--- config.mk ---
export PLATFORM = sky130hd
export DESIGN_NAME = ilv_chan_mapper
export DESIGN_NICKNAME = d
export VERILOG_FILES = /design/src/rtl/ilv_map_pkg.sv /design/src/rtl/ilv_rst_sync.sv /design/src/rtl/ilv_region_calc.sv /design/src/rtl/ilv_addr_decode.sv /design/src/rtl/ilv_out_stage.sv /design/src/rtl/ilv_chan_mapper.sv
export SDC_FILE = /design/constraint.sdc
export NUM_CORES = 1
export LEC_CHECK = 0
export ABC_AREA = 1
export BUFFER_PORTS_ARGS = -buffer_cell sky130_fd_sc_hd__buf_2
export CAP_MARGIN = 20
export CORE_ASPECT_RATIO = 1.25
export CORE_MARGIN = 5
export CORE_UTILIZATION = 50
export CTS_BUF_LIST = sky130_fd_sc_hd__clkbuf_8 sky130_fd_sc_hd__clkbuf_16
export DETAILED_ROUTE_END_ITERATION = 8
export GPL_ROUTABILITY_DRIVEN = 0
export PLACE_DENSITY_LB_ADDON = 0.2
export SETUP_SLACK_MARGIN = 0.5
export SLEW_MARGIN = 15
export SYNTH_ARGS = -nofsm -noshare
export SYNTH_HDL_FRONTEND = slang
export SYNTH_SLANG_ARGS = --single-unit
--- constraint.sdc ---
create_clock -name clk -period 1.5 [get_ports clk]
set_clock_uncertainty 0.15 [all_clocks]
set_input_delay 0.075 -clock clk [delete_from_list [all_inputs] [get_ports clk]]
set_output_delay 0.075 -clock clk [all_outputs]
set_load 0.01 [all_outputs]
--- src/rtl/ilv_map_pkg.sv ---
package ilv_map_pkg;

  typedef enum logic [1:0] {
    RGN_ILV   = 2'd0,
    RGN_UPPER = 2'd1,
    RGN_OOR   = 2'd2
  } region_e;

endpackage

--- src/rtl/ilv_rst_sync.sv ---
module ilv_rst_sync (
  input  logic clk,
  input  logic rst_n,
  output logic rst_sync_n
);

  logic [1:0] stage_q;
  logic [1:0] stage_d;

  always_comb begin
    stage_d = {stage_q[0], 1'b1};
  end

  always_ff @(posedge clk or negedge rst_n) begin
    if (!rst_n) begin
      stage_q <= 2'b00;
    end else begin
      stage_q <= stage_d;
    end
  end

  assign rst_sync_n = stage_q[1];

endmodule

--- src/rtl/ilv_region_calc.sv ---
module ilv_region_calc #(
  parameter int CAP_W = 11,
  localparam int SUM_W = CAP_W + 1
) (
  input  logic [CAP_W-1:0] cap0_blk,
  input  logic [CAP_W-1:0] cap1_blk,
  output logic [CAP_W-1:0] small_blk,
  output logic [SUM_W-1:0] ilv_lim,
  output logic [SUM_W-1:0] total_blk,
  output logic             big_ch
);

  always_comb begin
    big_ch    = (cap1_blk > cap0_blk);
    small_blk = big_ch ? cap0_blk : cap1_blk;
    ilv_lim   = {small_blk, 1'b0};
    total_blk = SUM_W'(cap0_blk) + SUM_W'(cap1_blk);
  end

endmodule

--- src/rtl/ilv_addr_decode.sv ---
module ilv_addr_decode
  import ilv_map_pkg::*;
#(
  parameter int ADDR_W = 16,
  parameter int GRAN   = 6,
  localparam int BLK_W = ADDR_W - GRAN,
  localparam int CAP_W = BLK_W + 1,
  localparam int SUM_W = CAP_W + 1
) (
  input  logic [ADDR_W-1:0] addr,
  input  logic [CAP_W-1:0]  small_blk,
  input  logic [SUM_W-1:0]  ilv_lim,
  input  logic [SUM_W-1:0]  total_blk,
  input  logic              big_ch,
  output region_e           region,
  output logic              ch,
  output logic [ADDR_W-1:0] local_addr
);

  logic [BLK_W-1:0] blk;
  logic [GRAN-1:0]  off;
  logic [SUM_W-1:0] blk_ext;
  logic [CAP_W-1:0] up_diff;
  logic [BLK_W-1:0] lblk;
  logic             diff_msb_unused;

  assign blk     = addr[ADDR_W-1:GRAN];
  assign off     = addr[GRAN-1:0];
  assign blk_ext = SUM_W'(blk);
  assign up_diff = CAP_W'(blk) - small_blk;
  assign diff_msb_unused = up_diff[CAP_W-1];

  always_comb begin
    if (blk_ext >= total_blk) begin
      region = RGN_OOR;
      ch     = 1'b0;
      lblk   = '0;
    end else if (blk_ext < ilv_lim) begin
      region = RGN_ILV;
      ch     = blk[0];
      lblk   = {1'b0, blk[BLK_W-1:1]};
    end else begin
      region = RGN_UPPER;
      ch     = big_ch;
      lblk   = up_diff[BLK_W-1:0];
    end
  end

  assign local_addr = {lblk, off};

endmodule

--- src/rtl/ilv_out_stage.sv ---
module ilv_out_stage
  import ilv_map_pkg::*;
#(
  parameter int ADDR_W  = 16,
  parameter bit REG_OUT = 1'b1,
  localparam int NCH    = 2
) (
  input  logic              clk,
  input  logic              rst_n,
  input  logic              in_valid,
  input  region_e           region,
  input  logic              ch,
  input  logic [ADDR_W-1:0] local_addr,
  output logic              out_valid,
  output logic [NCH-1:0]    out_req,
  output logic              out_ch,
  output logic [ADDR_W-1:0] out_local,
  output logic              out_ilv,
  output logic              out_err
);

  logic              valid_d;
  logic [NCH-1:0]    req_d;
  logic              err_d;
  logic              ilv_d;
  logic              ch_d;
  logic [ADDR_W-1:0] local_d;

  always_comb begin
    valid_d = in_valid;
    err_d   = in_valid && (region == RGN_OOR);
    ilv_d   = (region == RGN_ILV);
    ch_d    = ch;
    local_d = local_addr;
  end

  for (genvar c = 0; c < NCH; c++) begin : g_req
    assign req_d[c] = in_valid && (region != RGN_OOR) && (ch == 1'(c));
  end

  if (REG_OUT) begin : g_reg
    logic              valid_q;
    logic [NCH-1:0]    req_q;
    logic              err_q;
    logic              ilv_q;
    logic              ch_q;
    logic [ADDR_W-1:0] local_q;
    logic              data_en;

    assign data_en = in_valid;

    always_ff @(posedge clk or negedge rst_n) begin
      if (!rst_n) begin
        valid_q <= 1'b0;
        req_q   <= '0;
        err_q   <= 1'b0;
      end else begin
        valid_q <= valid_d;
        req_q   <= req_d;
        err_q   <= err_d;
      end
    end

    always_ff @(posedge clk or negedge rst_n) begin
      if (!rst_n) begin
        ilv_q   <= 1'b0;
        ch_q    <= 1'b0;
        local_q <= '0;
      end else if (data_en) begin
        ilv_q   <= ilv_d;
        ch_q    <= ch_d;
        local_q <= local_d;
      end
    end

    assign out_valid = valid_q;
    assign out_req   = req_q;
    assign out_err   = err_q;
    assign out_ilv   = ilv_q;
    assign out_ch    = ch_q;
    assign out_local = local_q;
  end else begin : g_comb
    assign out_valid = valid_d && rst_n;
    assign out_req   = rst_n ? req_d : '0;
    assign out_err   = err_d && rst_n;
    assign out_ilv   = ilv_d && in_valid;
    assign out_ch    = ch_d;
    assign out_local = local_d;
  end

endmodule

--- src/rtl/ilv_chan_mapper.sv ---
module ilv_chan_mapper
  import ilv_map_pkg::*;
#(
  parameter int ADDR_W  = 16,
  parameter int GRAN    = 6,
  parameter bit REG_OUT = 1'b1,
  localparam int BLK_W  = ADDR_W - GRAN,
  localparam int CAP_W  = BLK_W + 1,
  localparam int SUM_W  = CAP_W + 1
) (
  input  logic              clk,
  input  logic              rst_n,
  input  logic [CAP_W-1:0]  cap0_blk,
  input  logic [CAP_W-1:0]  cap1_blk,
  input  logic              in_valid,
  input  logic [ADDR_W-1:0] in_addr,
  output logic              out_valid,
  output logic [1:0]        out_req,
  output logic              out_ch,
  output logic [ADDR_W-1:0] out_local,
  output logic              out_ilv,
  output logic              out_err
);

  logic              rst_sync_n;
  logic [CAP_W-1:0]  small_blk;
  logic [SUM_W-1:0]  ilv_lim;
  logic [SUM_W-1:0]  total_blk;
  logic              big_ch;
  region_e           region;
  logic              dec_ch;
  logic [ADDR_W-1:0] dec_local;

  ilv_rst_sync u_rst (
    .clk        (clk),
    .rst_n      (rst_n),
    .rst_sync_n (rst_sync_n)
  );

  ilv_region_calc #(.CAP_W(CAP_W)) u_rgn (
    .cap0_blk  (cap0_blk),
    .cap1_blk  (cap1_blk),
    .small_blk (small_blk),
    .ilv_lim   (ilv_lim),
    .total_blk (total_blk),
    .big_ch    (big_ch)
  );

  ilv_addr_decode #(.ADDR_W(ADDR_W), .GRAN(GRAN)) u_dec (
    .addr       (in_addr),
    .small_blk  (small_blk),
    .ilv_lim    (ilv_lim),
    .total_blk  (total_blk),
    .big_ch     (big_ch),
    .region     (region),
    .ch         (dec_ch),
    .local_addr (dec_local)
  );

  ilv_out_stage #(.ADDR_W(ADDR_W), .REG_OUT(REG_OUT)) u_out (
    .clk        (clk),
    .rst_n      (rst_sync_n),
    .in_valid   (in_valid),
    .region     (region),
    .ch         (dec_ch),
    .local_addr (dec_local),
    .out_valid  (out_valid),
    .out_req    (out_req),
    .out_ch     (out_ch),
    .out_local  (out_local),
    .out_ilv    (out_ilv),
    .out_err    (out_err)
  );

endmodule

==> summary.md <==
| Metric | Value |
|---|---|
| CTS tree | yes |
| Final core utilization | 0.947 |
| Setup slack after layout | -1.61 ns |
| HP Start | in_addr[7] |
| DRC | 0 |
| Worst skew pair latency | 0.26 ns |
| Nets | 687 |
| Vias in the first global route | 3746 |
| Clk sinks | 24 |
| PD cells | 751 nW/um^2 |
| Sw Pwr | 1.67 mW |
| Core region area | 5440 um^2 |
| Switching Fraction | 0.432 |
| Max cap viols | 0 |
| Synth-to-Final Area Change | 83.1% |
| Port Buffer Count | 62 |
| Placed Instances | 609 |
| Drt wl/cell | 21.2 um |
| Yosys cell types | 39 |
| Critical-path top delay cell | o221ai_2 |
| Routed wire length | 14000 um |
| Post-synth net total | 478 |
| Die area | 7240 um^2 |
| Failing checks | setup timing |
| Avg Synthesized Cell Area | 7.29 um^2 |
| IO Pins | 63 |
| Final cell count without fillers | 658 |
| Clk root buf | clkbuf_8 |
| Final setup violation count | 15 |
| R2R Path Start | u_out.out_local[13] |
| Slew Viols, Final | 0 |
| Reg power frac | 0.206 |
| Yosys warning count | 0 |
| Mux cell area share after synthesis | 0 |
| Worst Hold Class | input port to flop |
| Worst setup path startpoint | cap0_blk[4] |
| Pint | 2.20 mW |
| RSZ-0062 raised after global routing | true |
| Cell mode on critical path | nand2_1 |
| Hold Vio Cnt, Final | 0 |
| Sequential fraction of the synthesis area | 0.213 |
| XOR/XNOR Fraction of Synth Area | 0.0498 |
| Reg clk slew, reported paths | 0.08 ns |
| F_max | 0.321 GHz |
| Fillers | 157 |
| Synth Area in Simple Gates | 0.303 |
| Clock power share | 0.113 |
| Register area | 601 um^2 |
| Post-synthesis adder-cell area fraction | 0.232 |
| Final Critical Period | 3.11 ns |
| Cts bufs inserted | 3 |
| Compound-Gate Fraction of Synth Area | 0.104 |
| Crit path cell chain | buf_6 > inv_4 > ha_4 > nand2_1 > nand2_1 > nand2_1 > nand2_1 > nand2_2 > nand3_4 > nand2_8 > inv_4 > nand2_1 > o21ai_1 > ha_1 > nand4_1 > o221ai_2 > nand3_4 > nand2_8 > buf_6 > nand3b_1 > nand3_1 |
| CP arrival | 3.16 ns |
| Initial Util | 0.517 |
| Crit-path max FO | 6 |
| Crit share post-route | 2.08 |
| Vias/cell | 6.04 |
| # diodes | 0 |
| Largest family of logic cells by synthesized area | simple AND/OR/NAND/NOR gates |
| Grt ovf | 0 |
| H-tree depth | 1 |
| Die H | 93.9 um |
| VDD IR max | 0.480 mV |
| CP peak stage delay | 0.39 ns |
| Finished Cell Area | 5150 um^2 |
| Largest net degree at the start of global routing | 23 |
| Placed instance area | 4150 um^2 |
| Seq cells post-synth | 24 |
| Initial antenna violation count | 0 |
| Number of placement rows | 30 |
| CP Launch Type | input port |
| DRT Pass-1 Iters | 6 |
| Total GRT Usage | 0.282 |
| Synthesized area | 2820 um^2 |
| Die Wd | 77.1 um |
| Critical path type | input port to flop |
| ANT nets after route | 0 |
| Lkg Pwr | 2.78 nW |
| CP Capture Type | flop |
| Global-route wire length before repair | 16500 um |
| Final Power | 3.87 mW |
| Syn Inst Count | 386 |
| DR vias | 3972 |
| CP required | 1.54 ns |
| Detailed router's first-iteration violation count | 273 |
| Detail Placement HPWL | 6700 um |
| Share of post-route cells with drive strength above 1 | 0.552 |
| Max clock buf depth | 2 |
| Multi-input logic area | 2510 um^2 |
| Logic gate share of total power | 0.681 |
| Outcome | finished, violations left |
| Worst hold slack | 0.0264 ns |
registers in the layout (all words and copies together), names as in the netlist:
signal	count
u_out.out_ilv	1
u_out.out_ch	1
u_out.out_req	2
u_rst.stage_q	2
u_out.out_valid	1
u_out.out_err	1
u_out.out_local	16
power groups by stage:
stage          combinational [mW]  sequential [mW]  clock (mW)
4_1_cts                      2.10            0.776       0.434
6_report                     2.63            0.797       0.437
2_1_floorplan               0.964            0.845           0
3_5_place_dp                 1.77            0.793           0
3_3_place_gp                 1.72            0.786           0
5_1_grt                      2.77            0.804       0.461
layout make-up:
class,count,area share
inverters,65,0.0566
clock buffers,4,0.0107
repair inverters,1,0.00121
flip-flops and latches,24,0.117
repair buffers,207,0.312
well taps,64,0.0155
multi-input cells,293,0.488
stage by stage:
step	setup slack, ns	setup TNS, ns
after floorplan	-1.20	-15.86
after global placement	-1.51	-20.36
after detailed placement	-1.60	-22.09
after CTS	-1.12	-15.16
after global routing	-1.71	-23.50
final	-1.61	-22.27
metal layers:
layer	global-route usage	wire (um)	vias up
met5	0	0	-
met4	0.206	1320	0
met3	0.0317	920	128
met2	0.562	7280	339
met1	0.257	4450	1837
li1	-	-	1668
placed cells by master (no fill, tap or decap), types with 7 or more instances in the layout:
cell type	n
buf_4	123
nand3_1	15
ha_1	32
nand2_4	13
ha_4	15
xor2_1	10
dlygate4sd3_1	9
a21oi_1	11
nand4_1	9
o21ai_1	8
inv_2	15
nor2_1	8
nand2_2	20
buf_6	26
dfrtp_1	24
inv_1	40
nand3_2	7
buf_2	44
nand2_1	78
a21oi_2	12
critical path, delay by kind of cell:
family          cells  cell delay [ns]
compound gates      2             0.49
fa+ha+maj           2             0.58
buf+inv             4             0.33
simple gates       13             1.66
cell usage after synthesis, drive strengths merged:
| cell type | number | area, um^2 |
|---|---|---|
| nand3 | 28 | 180 |
| conb | 1 | 3.75 |
| a31oi | 1 | 6.26 |
| dfrtp | 24 | 601 |
| a211oi | 1 | 7.51 |
| o31a | 1 | 8.76 |
| clkinv | 1 | 3.75 |
| o31ai | 1 | 7.51 |
| buf | 3 | 21.3 |
| fa | 2 | 40.0 |
| and2 | 1 | 6.26 |
| nor3 | 2 | 10.0 |
| o2111ai | 1 | 8.76 |
| nor2 | 13 | 72.6 |
| or2 | 1 | 6.26 |
| a21oi | 24 | 124 |
| inv | 64 | 240 |
| xor2 | 12 | 105 |
| a21boi | 1 | 7.51 |
| xnor2 | 4 | 35.0 |
| o21ai | 18 | 90.1 |
| o221ai | 1 | 8.76 |
| nand3b | 5 | 37.5 |
| nand4 | 9 | 56.3 |
| clkbuf | 2 | 7.51 |
| nor4 | 1 | 6.26 |
| nand2 | 112 | 478 |
| ha | 49 | 613 |
| o21bai | 3 | 22.5 |
final timing paths:
| path | slack (ns) | end | cells past startpoint |
|---|---|---|---|
| worst min-delay path | 0.03 | u_out.out_local[6] | 4 |
| max in group asynchronous | 0.53 | u_rst.stage_q[1] | 3 |
| worst max-delay path | -1.61 | u_out.out_local[13] | 21 |
| min in group asynchronous | 0.07 | u_out.out_local[15] | 1 |
| worst max register to register | 0.48 | u_out.out_local[13] | 3 |
| worst min register to register | 0.07 | u_out.out_local[15] | 1 |
cells by family after synthesis:
| family | Yosys count |
|---|---|
| compound gates | 52 |
| xor+xnor | 16 |
| fa+ha+maj | 51 |
| buf+inv | 70 |
| flops | 24 |
| other cells | 1 |
| simple gates | 172 |
timing repair:
| action | CTS | global route |
|---|---|---|
| cloned | 2 | 0 |
| setup buffers | 23 | 11 |
| hold buffers | 9 | 0 |
| endpoints found under the hold margin | 9 | 0 |
| resized for setup | 81 | 61 |
| pin swaps | 58 | 49 |
| endpoints found under the setup margin | 33 | 37 |
Note: power is estimated with default switching activity, not from simulation.
